File: src/rtl/smbus_pec_pkg.sv
// Package: shared constants and types for the SMBus packet error code unit.
// Assumes the SMBus CRC-8 (generator 0x07, zero initial value).
package smbus_pec_pkg;

    localparam int          PEC_W_DEF    = 8;
    localparam int          DATA_W_DEF   = 8;
    localparam logic [7:0]  PEC_POLY_DEF = 8'h07;
    localparam logic [7:0]  PEC_INIT_DEF = 8'h00;

    // Verdict state carried between transactions.
    typedef struct packed {
        logic valid;
        logic match;
        logic mismatch;
    } pec_verdict_t;

endpackage

File: src/rtl/pec_byte_step.sv
// Module: pec_byte_step
// Purely combinational: folds one DATA_W-bit word into a PEC_W-bit CRC
// remainder, most significant data bit first, as a chain of DATA_W
// single-bit shift stages. Assumes no reflection and no final XOR.
module pec_byte_step #(
    parameter int              PEC_W  = 8,
    parameter int              DATA_W = 8,
    parameter logic [PEC_W-1:0] POLY  = 8'h07
) (
    input  logic [PEC_W-1:0]  crc_in,
    input  logic [DATA_W-1:0] data_in,
    output logic [PEC_W-1:0]  crc_out
);

    // stage[k] holds the remainder after k data bits have been folded in
    logic [PEC_W-1:0] stage [DATA_W+1];

    // Seed the chain with the incoming remainder.
    always_comb stage[0] = crc_in;

    for (genvar k = 0; k < DATA_W; k++) begin : g_bit
        logic feedback;
        // Feedback is the remainder MSB against the next data bit (MSB first).
        always_comb feedback = stage[k][PEC_W-1] ^ data_in[DATA_W-1-k];
        // Shift left and apply the generator when feedback is set.
        always_comb stage[k+1] = {stage[k][PEC_W-2:0], 1'b0} ^ (feedback ? POLY : '0);
    end

    // Result after the full word.
    always_comb crc_out = stage[DATA_W];

endmodule

File: src/rtl/pec_accum.sv
// Module: pec_accum
// Holds the running remainder of one transaction. A clear restarts from
// INIT; a clear with a strobe folds that byte into INIT. Assumes the caller
// clears only at a START, never at a repeated START.
module pec_accum #(
    parameter int               PEC_W  = 8,
    parameter int               DATA_W = 8,
    parameter logic [PEC_W-1:0] POLY   = 8'h07,
    parameter logic [PEC_W-1:0] INIT   = 8'h00
) (
    input  logic              clk,
    input  logic              rst_n,
    input  logic              clr,
    input  logic              strobe,
    input  logic [DATA_W-1:0] data,
    output logic [PEC_W-1:0]  crc_q,
    output logic [PEC_W-1:0]  crc_next
);

    logic [PEC_W-1:0] seed;

    // Pick the starting remainder: fresh on a clear, else the running value.
    always_comb seed = clr ? INIT : crc_q;

    pec_byte_step #(
        .PEC_W  (PEC_W),
        .DATA_W (DATA_W),
        .POLY   (POLY)
    ) u_step (
        .crc_in  (seed),
        .data_in (data),
        .crc_out (crc_next)
    );

    // Register the remainder: reset, fold a byte, clear, or hold.
    always_ff @(posedge clk) begin
        if (!rst_n)      crc_q <= INIT;
        else if (strobe) crc_q <= crc_next;
        else if (clr)    crc_q <= INIT;
    end

endmodule

File: src/rtl/pec_verdict.sv
// Module: pec_verdict
// Turns the remainder after a check-mode check byte into a one-cycle valid
// pulse plus sticky match/mismatch flags. Assumes crc_next is the remainder
// that already includes the strobed byte.
module pec_verdict #(
    parameter int PEC_W = 8
) (
    input  logic             clk,
    input  logic             rst_n,
    input  logic             clr,
    input  logic             strobe,
    input  logic             is_check,
    input  logic             check_mode,
    input  logic [PEC_W-1:0] crc_next,
    output logic             res_valid,
    output logic             res_match,
    output logic             res_mismatch
);
    import smbus_pec_pkg::*;

    pec_verdict_t v_q;
    logic         judge;
    logic         zero_rem;

    // A verdict is due only for a check byte while checking.
    always_comb judge = strobe && is_check && check_mode;

    // A zero remainder after the check byte means the codes agreed.
    always_comb zero_rem = (crc_next == '0);

    // Update verdict state: judge beats clear, clear beats hold.
    always_ff @(posedge clk) begin
        if (!rst_n) begin
            v_q <= '0;
        end else if (judge) begin
            v_q.valid    <= 1'b1;
            v_q.match    <= zero_rem;
            v_q.mismatch <= !zero_rem;
        end else if (clr) begin
            v_q <= '0;
        end else begin
            v_q.valid <= 1'b0;
        end
    end

    // Drive the outputs from the verdict state.
    always_comb begin
        res_valid    = v_q.valid;
        res_match    = v_q.match;
        res_mismatch = v_q.mismatch;
    end

endmodule

File: src/rtl/smbus_pec_unit.sv
// Module: smbus_pec_unit (top)
// Running SMBus packet error code over a whole transaction. It generates the
// check byte for a master or checks a received one. Assumes a byte tracker
// supplies one strobe per completed byte and a clear at each START only.
module smbus_pec_unit #(
    parameter int         PEC_W  = smbus_pec_pkg::PEC_W_DEF,
    parameter int         DATA_W = smbus_pec_pkg::DATA_W_DEF,
    parameter logic [7:0] POLY   = smbus_pec_pkg::PEC_POLY_DEF,
    parameter logic [7:0] INIT   = smbus_pec_pkg::PEC_INIT_DEF
) (
    input  logic              clk,
    input  logic              rst_n,
    input  logic              txn_clear,
    input  logic              byte_valid,
    input  logic [DATA_W-1:0] byte_data,
    input  logic              is_check_byte,
    input  logic              check_mode,
    output logic [PEC_W-1:0]  pec_value,
    output logic              res_valid,
    output logic              res_match,
    output logic              res_mismatch
);

    localparam logic [PEC_W-1:0] POLY_W = POLY[PEC_W-1:0];
    localparam logic [PEC_W-1:0] INIT_W = INIT[PEC_W-1:0];

    logic [PEC_W-1:0] crc_next;

    pec_accum #(
        .PEC_W  (PEC_W),
        .DATA_W (DATA_W),
        .POLY   (POLY_W),
        .INIT   (INIT_W)
    ) u_accum (
        .clk      (clk),
        .rst_n    (rst_n),
        .clr      (txn_clear),
        .strobe   (byte_valid),
        .data     (byte_data),
        .crc_q    (pec_value),
        .crc_next (crc_next)
    );

    pec_verdict #(
        .PEC_W (PEC_W)
    ) u_verdict (
        .clk          (clk),
        .rst_n        (rst_n),
        .clr          (txn_clear),
        .strobe       (byte_valid),
        .is_check     (is_check_byte),
        .check_mode   (check_mode),
        .crc_next     (crc_next),
        .res_valid    (res_valid),
        .res_match    (res_match),
        .res_mismatch (res_mismatch)
    );

endmodule

File: config.mk
export PLATFORM = sky130hd
export DESIGN_NAME = smbus_pec_unit
export DESIGN_NICKNAME = d
export VERILOG_FILES = /design/src/rtl/smbus_pec_pkg.sv /design/src/rtl/pec_byte_step.sv /design/src/rtl/pec_accum.sv /design/src/rtl/pec_verdict.sv /design/src/rtl/smbus_pec_unit.sv
export SDC_FILE = /design/constraint.sdc
export NUM_CORES = 1
export LEC_CHECK = 0
export CELL_PAD_IN_SITES_DETAIL_PLACEMENT = 1
export CELL_PAD_IN_SITES_GLOBAL_PLACEMENT = 1
export CORE_MARGIN = 10
export CORE_UTILIZATION = 32
export DETAILED_ROUTE_END_ITERATION = 6
export PLACE_DENSITY_LB_ADDON = 0.1
export SKIP_CTS_REPAIR_TIMING = 1
export SYNTH_ARGS = -nofsm -noshare
export SYNTH_HDL_FRONTEND = slang
export SYNTH_HIERARCHICAL = 1
export SYNTH_SLANG_ARGS = --single-unit
File: constraint.sdc
create_clock -name clk -period 2.2 [get_ports clk]
set_input_delay 0.44 -clock clk [delete_from_list [all_inputs] [get_ports clk]]
set_output_delay 0.44 -clock clk [all_outputs]
set_load 0.05 [all_outputs]
==> report_table.html, run 1 <==
<table>
<tr><th>Metric</th><th>Value</th></tr>
<tr><th colspan="2">Synth</th></tr>
<tr><td>Count of state elements after synthesis</td><td>11</td></tr>
<tr><td>Net count of the mapped netlist</td><td>93</td></tr>
<tr><td>Warnings from Yosys</td><td>6</td></tr>
<tr><td>Sequential share of the synthesized area</td><td>29.8%</td></tr>
<tr><td>Average cell area after synthesis</td><td>9.36 um2</td></tr>
<tr><td>Count of distinct cell types in the synthesized netlist</td><td>18</td></tr>
<tr><td>Post-synthesis cell area</td><td>739 um2</td></tr>
<tr><td>Synthesized netlist cell count</td><td>79</td></tr>
<tr><th colspan="2">Drt</th></tr>
<tr><td>Total length of routed wires</td><td>1990 um</td></tr>
<tr><td>Drt via density</td><td>4.43</td></tr>
<tr><td>Wire per inst</td><td>13.5 um</td></tr>
<tr><td>Drt pass-1 iters</td><td>4</td></tr>
<tr><td>Residual DRC</td><td>0</td></tr>
<tr><td>Post-route ant nets</td><td>0</td></tr>
<tr><td>Total via count in the routed design</td><td>655</td></tr>
<tr><td>DR iter-0 viols</td><td>14</td></tr>
<tr><th colspan="2">Global route</th></tr>
<tr><td>Via count of the first global-routing pass</td><td>771</td></tr>
<tr><td>Global-route wire length before repair</td><td>3440 um</td></tr>
<tr><td>Global route overflow</td><td>0</td></tr>
<tr><td>Antenna violations before repair</td><td>0</td></tr>
<tr><td>Global routing usage summed across all routing layers</td><td>9.86%</td></tr>
<tr><td>Pin count of the biggest net entering global routing</td><td>12</td></tr>
<tr><th colspan="2">Placement</th></tr>
<tr><td>Hpwl dp</td><td>1670 um</td></tr>
<tr><td>Placer's final routability congestion estimate</td><td>0.722</td></tr>
<tr><td>Port bufs</td><td>24</td></tr>
<tr><td>Total instance count after detailed placement</td><td>144</td></tr>
<tr><th colspan="2">STA</th></tr>
<tr><td>F_max</td><td>496 MHz</td></tr>
<tr><td>Worst setup skew after layout</td><td>0.00170 ns</td></tr>
<tr><td># setup viols final</td><td>0</td></tr>
<tr><td>Pins Over Slew Limit</td><td>0</td></tr>
<tr><td>Transition at the pin with the smallest max-transition slack</td><td>0.510 ns</td></tr>
<tr><td>Final critical-path share of the clock period</td><td>91.7%</td></tr>
<tr><td>Max_slew headroom</td><td>65.9%</td></tr>
<tr><td>Crit path time final</td><td>2.02 ns</td></tr>
<tr><td>RSZ-0062 raised after global routing</td><td>no</td></tr>
<tr><td>Number of endpoints with negative hold slack in the final report</td><td>0</td></tr>
<tr><th colspan="2">Floorplanning</th></tr>
<tr><td>Die ar.</td><td>4630 um2</td></tr>
<tr><td>Core Rows</td><td>17</td></tr>
<tr><td>Effective utilization at floorplan</td><td>33.4%</td></tr>
<tr><td>Height of the chip</td><td>68.1 um</td></tr>
<tr><td>Top-level I/O count</td><td>25</td></tr>
<tr><td>Core Area</td><td>2210 um2</td></tr>
<tr><td>Die X</td><td>68.1 um</td></tr>
<tr><th colspan="2">Clock tree</th></tr>
<tr><td>Sink Count</td><td>11</td></tr>
<tr><td>Clock tree from TritonCTS</td><td>built</td></tr>
<tr><td>Clock latency at the later pin of the worst-skew pair</td><td>0.26 ns</td></tr>
<tr><td>Number of buffers created by CTS</td><td>3</td></tr>
<tr><td>Max clock buf depth</td><td>2</td></tr>
<tr><td>Number of levels the H-tree was split into</td><td>1</td></tr>
<tr><td>Cell chosen for the clock root</td><td>clkbuf_4</td></tr>
<tr><td>Clock transition at the registers of the reported paths</td><td>0.07 ns</td></tr>
<tr><th colspan="2">Setup path</th></tr>
<tr><td>Launching element of the worst setup path</td><td>byte_data[6]</td></tr>
<tr><td>Worst setup EP type</td><td>flip-flop</td></tr>
<tr><td>Required time worst endpoint</td><td>2.36 ns</td></tr>
<tr><td>Data arrival, critical path</td><td>2.18 ns</td></tr>
<tr><td>Crit Reg-Reg Startpoint</td><td>u_accum/crc_q[1]$_SDFF_PN0_</td></tr>
<tr><td>Startpoint type of the worst setup path</td><td>primary input</td></tr>
<tr><td>Category of the critical setup timing path</td><td>primary input to flip-flop</td></tr>
<tr><td>Critical path fanouts, max</td><td>3</td></tr>
<tr><th colspan="2">Cells and area</th></tr>
<tr><td>Post-route core utilization</td><td>51.1%</td></tr>
<tr><td>Layout-stage area growth over the synthesis result</td><td>52.8%</td></tr>
<tr><td>Storage element area</td><td>220 um2</td></tr>
<tr><td>Post-layout instance count excluding filler cells</td><td>148</td></tr>
<tr><td>Layout cell share with drive strength beyond 1</td><td>27.5%</td></tr>
<tr><td>Count of filler cells inserted in the layout</td><td>278</td></tr>
<tr><td>Antenna diodes</td><td>0</td></tr>
<tr><td>Net count reported at finish</td><td>135</td></tr>
<tr><td>Multi-input combinational cell area</td><td>463 um2</td></tr>
<tr><th colspan="2">Power</th></tr>
<tr><td>Power density over the cells</td><td>772 nW/um2</td></tr>
<tr><td>Static leakage power</td><td>0.482 nW</td></tr>
<tr><td>Maximum ir drop on the vdd rail</td><td>0.000368 V</td></tr>
<tr><th colspan="2">Min path</th></tr>
<tr><td>Hold Startpoint</td><td>u_verdict/res_match$_SDFFE_PN0P_</td></tr>
<tr><td>Worst min-delay path class</td><td>flip-flop to flip-flop</td></tr>
<tr><th colspan="2">Outcome</th></tr>
<tr><td>Status</td><td>completed</td></tr>
<tr><th colspan="2">Job</th></tr>
<tr><td>Max-capacitance violation count</td><td>0</td></tr>
</table>
==> final timing paths <==
| kind | endpoint | slack, ns | cells after the start |
|---|---|---|---|
| setup / recovery | u_verdict/res_mismatch$_SDFFE_PN0P_ | 0.18 | 7 |
| hold / removal | u_verdict/res_match$_SDFFE_PN0P_ | 0.46 | 2 |
| setup reg to reg | u_verdict/res_mismatch$_SDFFE_PN0P_ | 0.33 | 8 |
| hold reg to reg | u_verdict/res_match$_SDFFE_PN0P_ | 0.46 | 2 |
==> sequential cells by signal, summed over array words and instances (netlist names) <==
signal,count
u_accum/crc_q,8
u_verdict/res_match,1
u_verdict/res_mismatch,1
u_verdict/res_valid,1
==> per-stage QoR <==
step	hold WS (ns)	setup WS [ns]	total power (W)	TNS (ns)	cell area, um2
floorplan	0.635	0.0125	0.000556	0	739
global placement	0.449	-0.444	0.000732	-2.16	1110
detailed placement	0.454	-0.535	0.000741	-2.75	1110
CTS	0.465	-0.248	0.000887	-0.613	1130
global route	0.495	0.0880	0.000933	0	1130
finish	0.461	0.182	0.000872	0	1130
==> logic make-up after synthesis <==
| group | share of synthesized area, % |
|---|---|
| AND/OR/NAND/NOR | 23.7 |
| XOR/XNOR | 28.1 |
| flip-flops | 29.8 |
| buffers and inverters | 7.61 |
| AO/OA/AOI/OAI | 10.8 |
==> cell usage in the layout, fill, tap and decap left out, types with 2 or more instances in the layout <==
cell              n
buf_4            16
nand2b_1          8
nand3_1          11
inv_1             8
o21ai_2           8
xor2_1            4
xnor2_1          16
clkdlybuf4s50_1  23
clkbuf_4          3
nand2_1           2
dfxtp_1          11
==> synth_stat cells, drive strengths merged <==
library cell  count  area share, %
inv               8            4.1
nand2             2            1.0
nor4              2            4.6
buf               3            3.6
dfxtp            11             30
o21ai             8            9.5
a32o              1            1.4
nand2b            9            8.6
nor2b             1           0.85
nand3            11            7.4
xnor2            17             21
and4              1            1.2
xor2              5            6.9
==> worst max-delay path: stages <==
cell and delay [ns]:
clkdlybuf4s50_1 0.45, xor2_2 0.21, xnor2_2 0.28, xnor2_1 0.15
nor4_2 0.34, nand2_1 0.10, a32o_1 0.20
==> where the power goes <==
group	total, W	internal [W]	switching [W]
Combinational	0.000496	0.000231	0.000265
Sequential	0.000236	0.000224	0.0000118
Clock	0.000140	0.0000701	0.0000703
Total	0.000872	0.000525	0.000347
==> cell type report <==
class                   count  area share, %
repair buffers             40           31.5
flip-flops and latches     11           19.5
inverters                   8           2.66
multi-input cells          57           41.0
well taps                  28           3.10
clock buffers               4           2.33
==> metal layers <==
metal | share of wire [%] | vias to the layer above | track usage, %
met5 | 0 | - | 0
met4 | 0.85 | 0 | 4.52
met3 | 6.8 | 2 | 3.26
met2 | 53 | 13 | 17.1
met1 | 39 | 301 | 10.6
li1 | - | 339 | -
No activity file was read; power rests on OpenSTA's default activity.
==> run 2, diff against run 1 <==
- CELL_PAD_IN_SITES_DETAIL_PLACEMENT: 1 -> default
- CELL_PAD_IN_SITES_GLOBAL_PLACEMENT: 1 -> default
- CORE_UTILIZATION: 32 -> 44
- PLACE_DENSITY: default -> 0.78
- PLACE_DENSITY_LB_ADDON: 0.1 -> default
==> run 2 against run 1 <==
Die area decreased by 20%. Combinational power is 3% higher. Worst setup slack improved by 0.040 ns. Clock power is essentially flat. Largest power group unchanged. Total power up 1.9%. Highest routed layer unchanged. Sequential share of layout area shrank 0.50 points.
==> report_table.html, run 2 (synthesis gave the netlist of run 1 again) <==
<table>
<tr><th>Metric</th><th>Value</th></tr>
<tr><th colspan="2">Outcome</th></tr>
<tr><td>Status</td><td>completed</td></tr>
<tr><th colspan="2">Setup path</th></tr>
<tr><td>Category of the critical setup timing path</td><td>primary input to flip-flop</td></tr>
<tr><td>Critical Path Most Common Cell</td><td>xnor2_1</td></tr>
<tr><td>Required time worst endpoint</td><td>2.37 ns</td></tr>
<tr><td>Max stage delay on crit path</td><td>0.29 ns</td></tr>
<tr><td>Critical path fanouts, max</td><td>9</td></tr>
<tr><td>CP delay by family, top</td><td>XOR/XNOR gates</td></tr>
<tr><td>Critical Path Slowest Stage Cell</td><td>xor2_1</td></tr>
<tr><td>Data arrival, critical path</td><td>2.14 ns</td></tr>
<tr><td>Worst Path Buf+Inv</td><td>2</td></tr>
<tr><td>Startpoint type of the worst setup path</td><td>primary input</td></tr>
<tr><td>Launching element of the worst setup path</td><td>txn_clear</td></tr>
<tr><td>Crit Reg-Reg Startpoint</td><td>u_accum/crc_q[2]$_SDFF_PN0_</td></tr>
<tr><td>Worst setup EP type</td><td>flip-flop</td></tr>
<tr><td>Cells along the critical path</td><td>dlymetal6s2s_1 &gt; nand2b_1 &gt; inv_1 &gt; xnor2_1 &gt; xor2_1 &gt; xnor2_1 &gt; nor4_2 &gt; nand2_1 &gt; a32o_1</td></tr>
<tr><th colspan="2">Floorplanning</th></tr>
<tr><td>Core Rows</td><td>14</td></tr>
<tr><td>Die ar.</td><td>3720 um2</td></tr>
<tr><td>Height of the chip</td><td>61.0 um</td></tr>
<tr><td>Core Area</td><td>1540 um2</td></tr>
<tr><td>Die X</td><td>61.0 um</td></tr>
<tr><td>Top-level I/O count</td><td>25</td></tr>
<tr><td>Effective utilization at floorplan</td><td>48.0%</td></tr>
<tr><th colspan="2">Clock tree</th></tr>
<tr><td>Max clock buf depth</td><td>2</td></tr>
<tr><td>Clock transition at the registers of the reported paths</td><td>0.08 ns</td></tr>
<tr><td>Sink Count</td><td>11</td></tr>
<tr><td>Cell chosen for the clock root</td><td>clkbuf_4</td></tr>
<tr><td>Number of buffers created by CTS</td><td>3</td></tr>
<tr><td>Clock tree from TritonCTS</td><td>built</td></tr>
<tr><td>Clock latency at the later pin of the worst-skew pair</td><td>0.27 ns</td></tr>
<tr><td>Number of levels the H-tree was split into</td><td>1</td></tr>
<tr><th colspan="2">STA</th></tr>
<tr><td>Number of endpoints with negative hold slack in the final report</td><td>0</td></tr>
<tr><td>Max_slew headroom</td><td>66.2%</td></tr>
<tr><td>Post-Route Hold Slack</td><td>0.461 ns</td></tr>
<tr><td>F_max</td><td>506 MHz</td></tr>
<tr><td>Transition at the pin with the smallest max-transition slack</td><td>0.505 ns</td></tr>
<tr><td>Final critical-path share of the clock period</td><td>89.9%</td></tr>
<tr><td>Crit path time final</td><td>1.98 ns</td></tr>
<tr><td># setup viols final</td><td>0</td></tr>
<tr><td>Pins Over Slew Limit</td><td>0</td></tr>
<tr><td>Worst setup skew after layout</td><td>0.00458 ns</td></tr>
<tr><td>RSZ-0062 raised after global routing</td><td>no</td></tr>
<tr><th colspan="2">Drt</th></tr>
<tr><td>Drt via density</td><td>4.90</td></tr>
<tr><td>Post-route ant nets</td><td>0</td></tr>
<tr><td>DR iter-0 viols</td><td>4</td></tr>
<tr><td>Drt pass-1 iters</td><td>2</td></tr>
<tr><td>Total length of routed wires</td><td>1770 um</td></tr>
<tr><td>Residual DRC</td><td>0</td></tr>
<tr><td>Wire per inst</td><td>12.5 um</td></tr>
<tr><td>Total via count in the routed design</td><td>691</td></tr>
<tr><th colspan="2">Power</th></tr>
<tr><td>Maximum ir drop on the vdd rail</td><td>0.000442 V</td></tr>
<tr><td>Power density over the cells</td><td>767 nW/um2</td></tr>
<tr><td>Static leakage power</td><td>0.512 nW</td></tr>
<tr><th colspan="2">Cells and area</th></tr>
<tr><td>Flip-flop count of the largest register after layout</td><td>8</td></tr>
<tr><td>Net count reported at finish</td><td>140</td></tr>
<tr><td>Count of filler cells inserted in the layout</td><td>111</td></tr>
<tr><td>Antenna diodes</td><td>0</td></tr>
<tr><td>Layout cell share with drive strength beyond 1</td><td>29.6%</td></tr>
<tr><td>Post-route core utilization</td><td>75.2%</td></tr>
<tr><td>Most common library cell in the layout ignoring fill and taps</td><td>clkdlybuf4s50_1</td></tr>
<tr><td>Post-layout instance count excluding filler cells</td><td>141</td></tr>
<tr><td>Top register by number of flip-flops</td><td>u_accum/crc_q</td></tr>
<tr><td>Commonest cells after routing, fill and taps aside</td><td>clkdlybuf4s50_1 (23), buf_4 (21), xnor2_1 (16), nand3_1 (11), dfxtp_1 (11)</td></tr>
<tr><td>Layout-stage area growth over the synthesis result</td><td>56.9%</td></tr>
<tr><th colspan="2">Job</th></tr>
<tr><td>Max-capacitance violation count</td><td>0</td></tr>
<tr><th colspan="2">Global route</th></tr>
<tr><td>Via count of the first global-routing pass</td><td>677</td></tr>
<tr><td>Antenna violations before repair</td><td>0</td></tr>
<tr><td>Global-route wire length before repair</td><td>2960 um</td></tr>
<tr><td>Global routing usage summed across all routing layers</td><td>10.6%</td></tr>
<tr><td>Pin count of the biggest net entering global routing</td><td>12</td></tr>
<tr><td>Global route overflow</td><td>0</td></tr>
<tr><th colspan="2">Placement</th></tr>
<tr><td>Total instance count after detailed placement</td><td>137</td></tr>
<tr><td>Placer's final routability congestion estimate</td><td>0.813</td></tr>
<tr><td>Hpwl dp</td><td>1420 um</td></tr>
<tr><td>Port bufs</td><td>24</td></tr>
<tr><th colspan="2">Min path</th></tr>
<tr><td>Worst min-delay path class</td><td>flip-flop to flip-flop</td></tr>
<tr><td>Hold Startpoint</td><td>u_verdict/res_match$_SDFFE_PN0P_</td></tr>
</table>
[run 2: layer usage]
| layer | up-vias | part of all wire, % | GRT usage, % |
|---|---|---|---|
| met5 | - | 0 | 0 |
| met4 | 0 | 0.45 | 5.64 |
| met3 | 2 | 10 | 5.43 |
| met2 | 17 | 48 | 16.7 |
| met1 | 322 | 41 | 11.2 |
| li1 | 350 | - | - |
[run 2: stage by stage]
| stage | total power [W] | setup slack (ns) | TNS, ns | instance area [um2] |
|---|---|---|---|---|
| 2_1_floorplan | 0.000556 | 0.0125 | 0 | 739 |
| 3_3_place_gp | 0.000745 | -0.364 | -1.57 | 1130 |
| 3_5_place_dp | 0.000753 | -0.440 | -2.16 | 1130 |
| 4_1_cts | 0.000899 | -0.141 | -0.201 | 1160 |
| 5_1_grt | 0.000941 | 0.0236 | 0 | 1160 |
| 6_report | 0.000889 | 0.222 | 0 | 1160 |
[run 2: final cells by class]
cell class | count | area (um2) | share of cell area (%)
Multi-Input combinational cell | 57 | 463 | 39.9
Inverter | 8 | 30.0 | 2.59
Tap cell | 16 | 20.0 | 1.73
Clock buffer | 4 | 26.3 | 2.27
Timing Repair Buffer | 45 | 400 | 34.5
Sequential cell | 11 | 220 | 19.0
[run 2: path summary, 6_finish.rpt]
check | endpoint | slack (ns) | cells after the start
setup / recovery | u_verdict/res_mismatch$_SDFFE_PN0P_ | 0.22 | 9
hold / removal | u_verdict/res_match$_SDFFE_PN0P_ | 0.46 | 2
setup reg to reg | u_verdict/res_mismatch$_SDFFE_PN0P_ | 0.41 | 8
hold reg to reg | u_verdict/res_match$_SDFFE_PN0P_ | 0.46 | 2
[run 2: where the power goes]
part           leakage [nW]  switching (W)  internal, W
clock                0.0150      0.0000727    0.0000701
combinational         0.407       0.000263     0.000248
sequential           0.0902      0.0000121     0.000224
[run 2: tightest hold or removal path, cell delays in order (launching register included)]
cell,delay [ns]
dfxtp_1,0.32
nand3_1,0.06
nand2_1,0.04
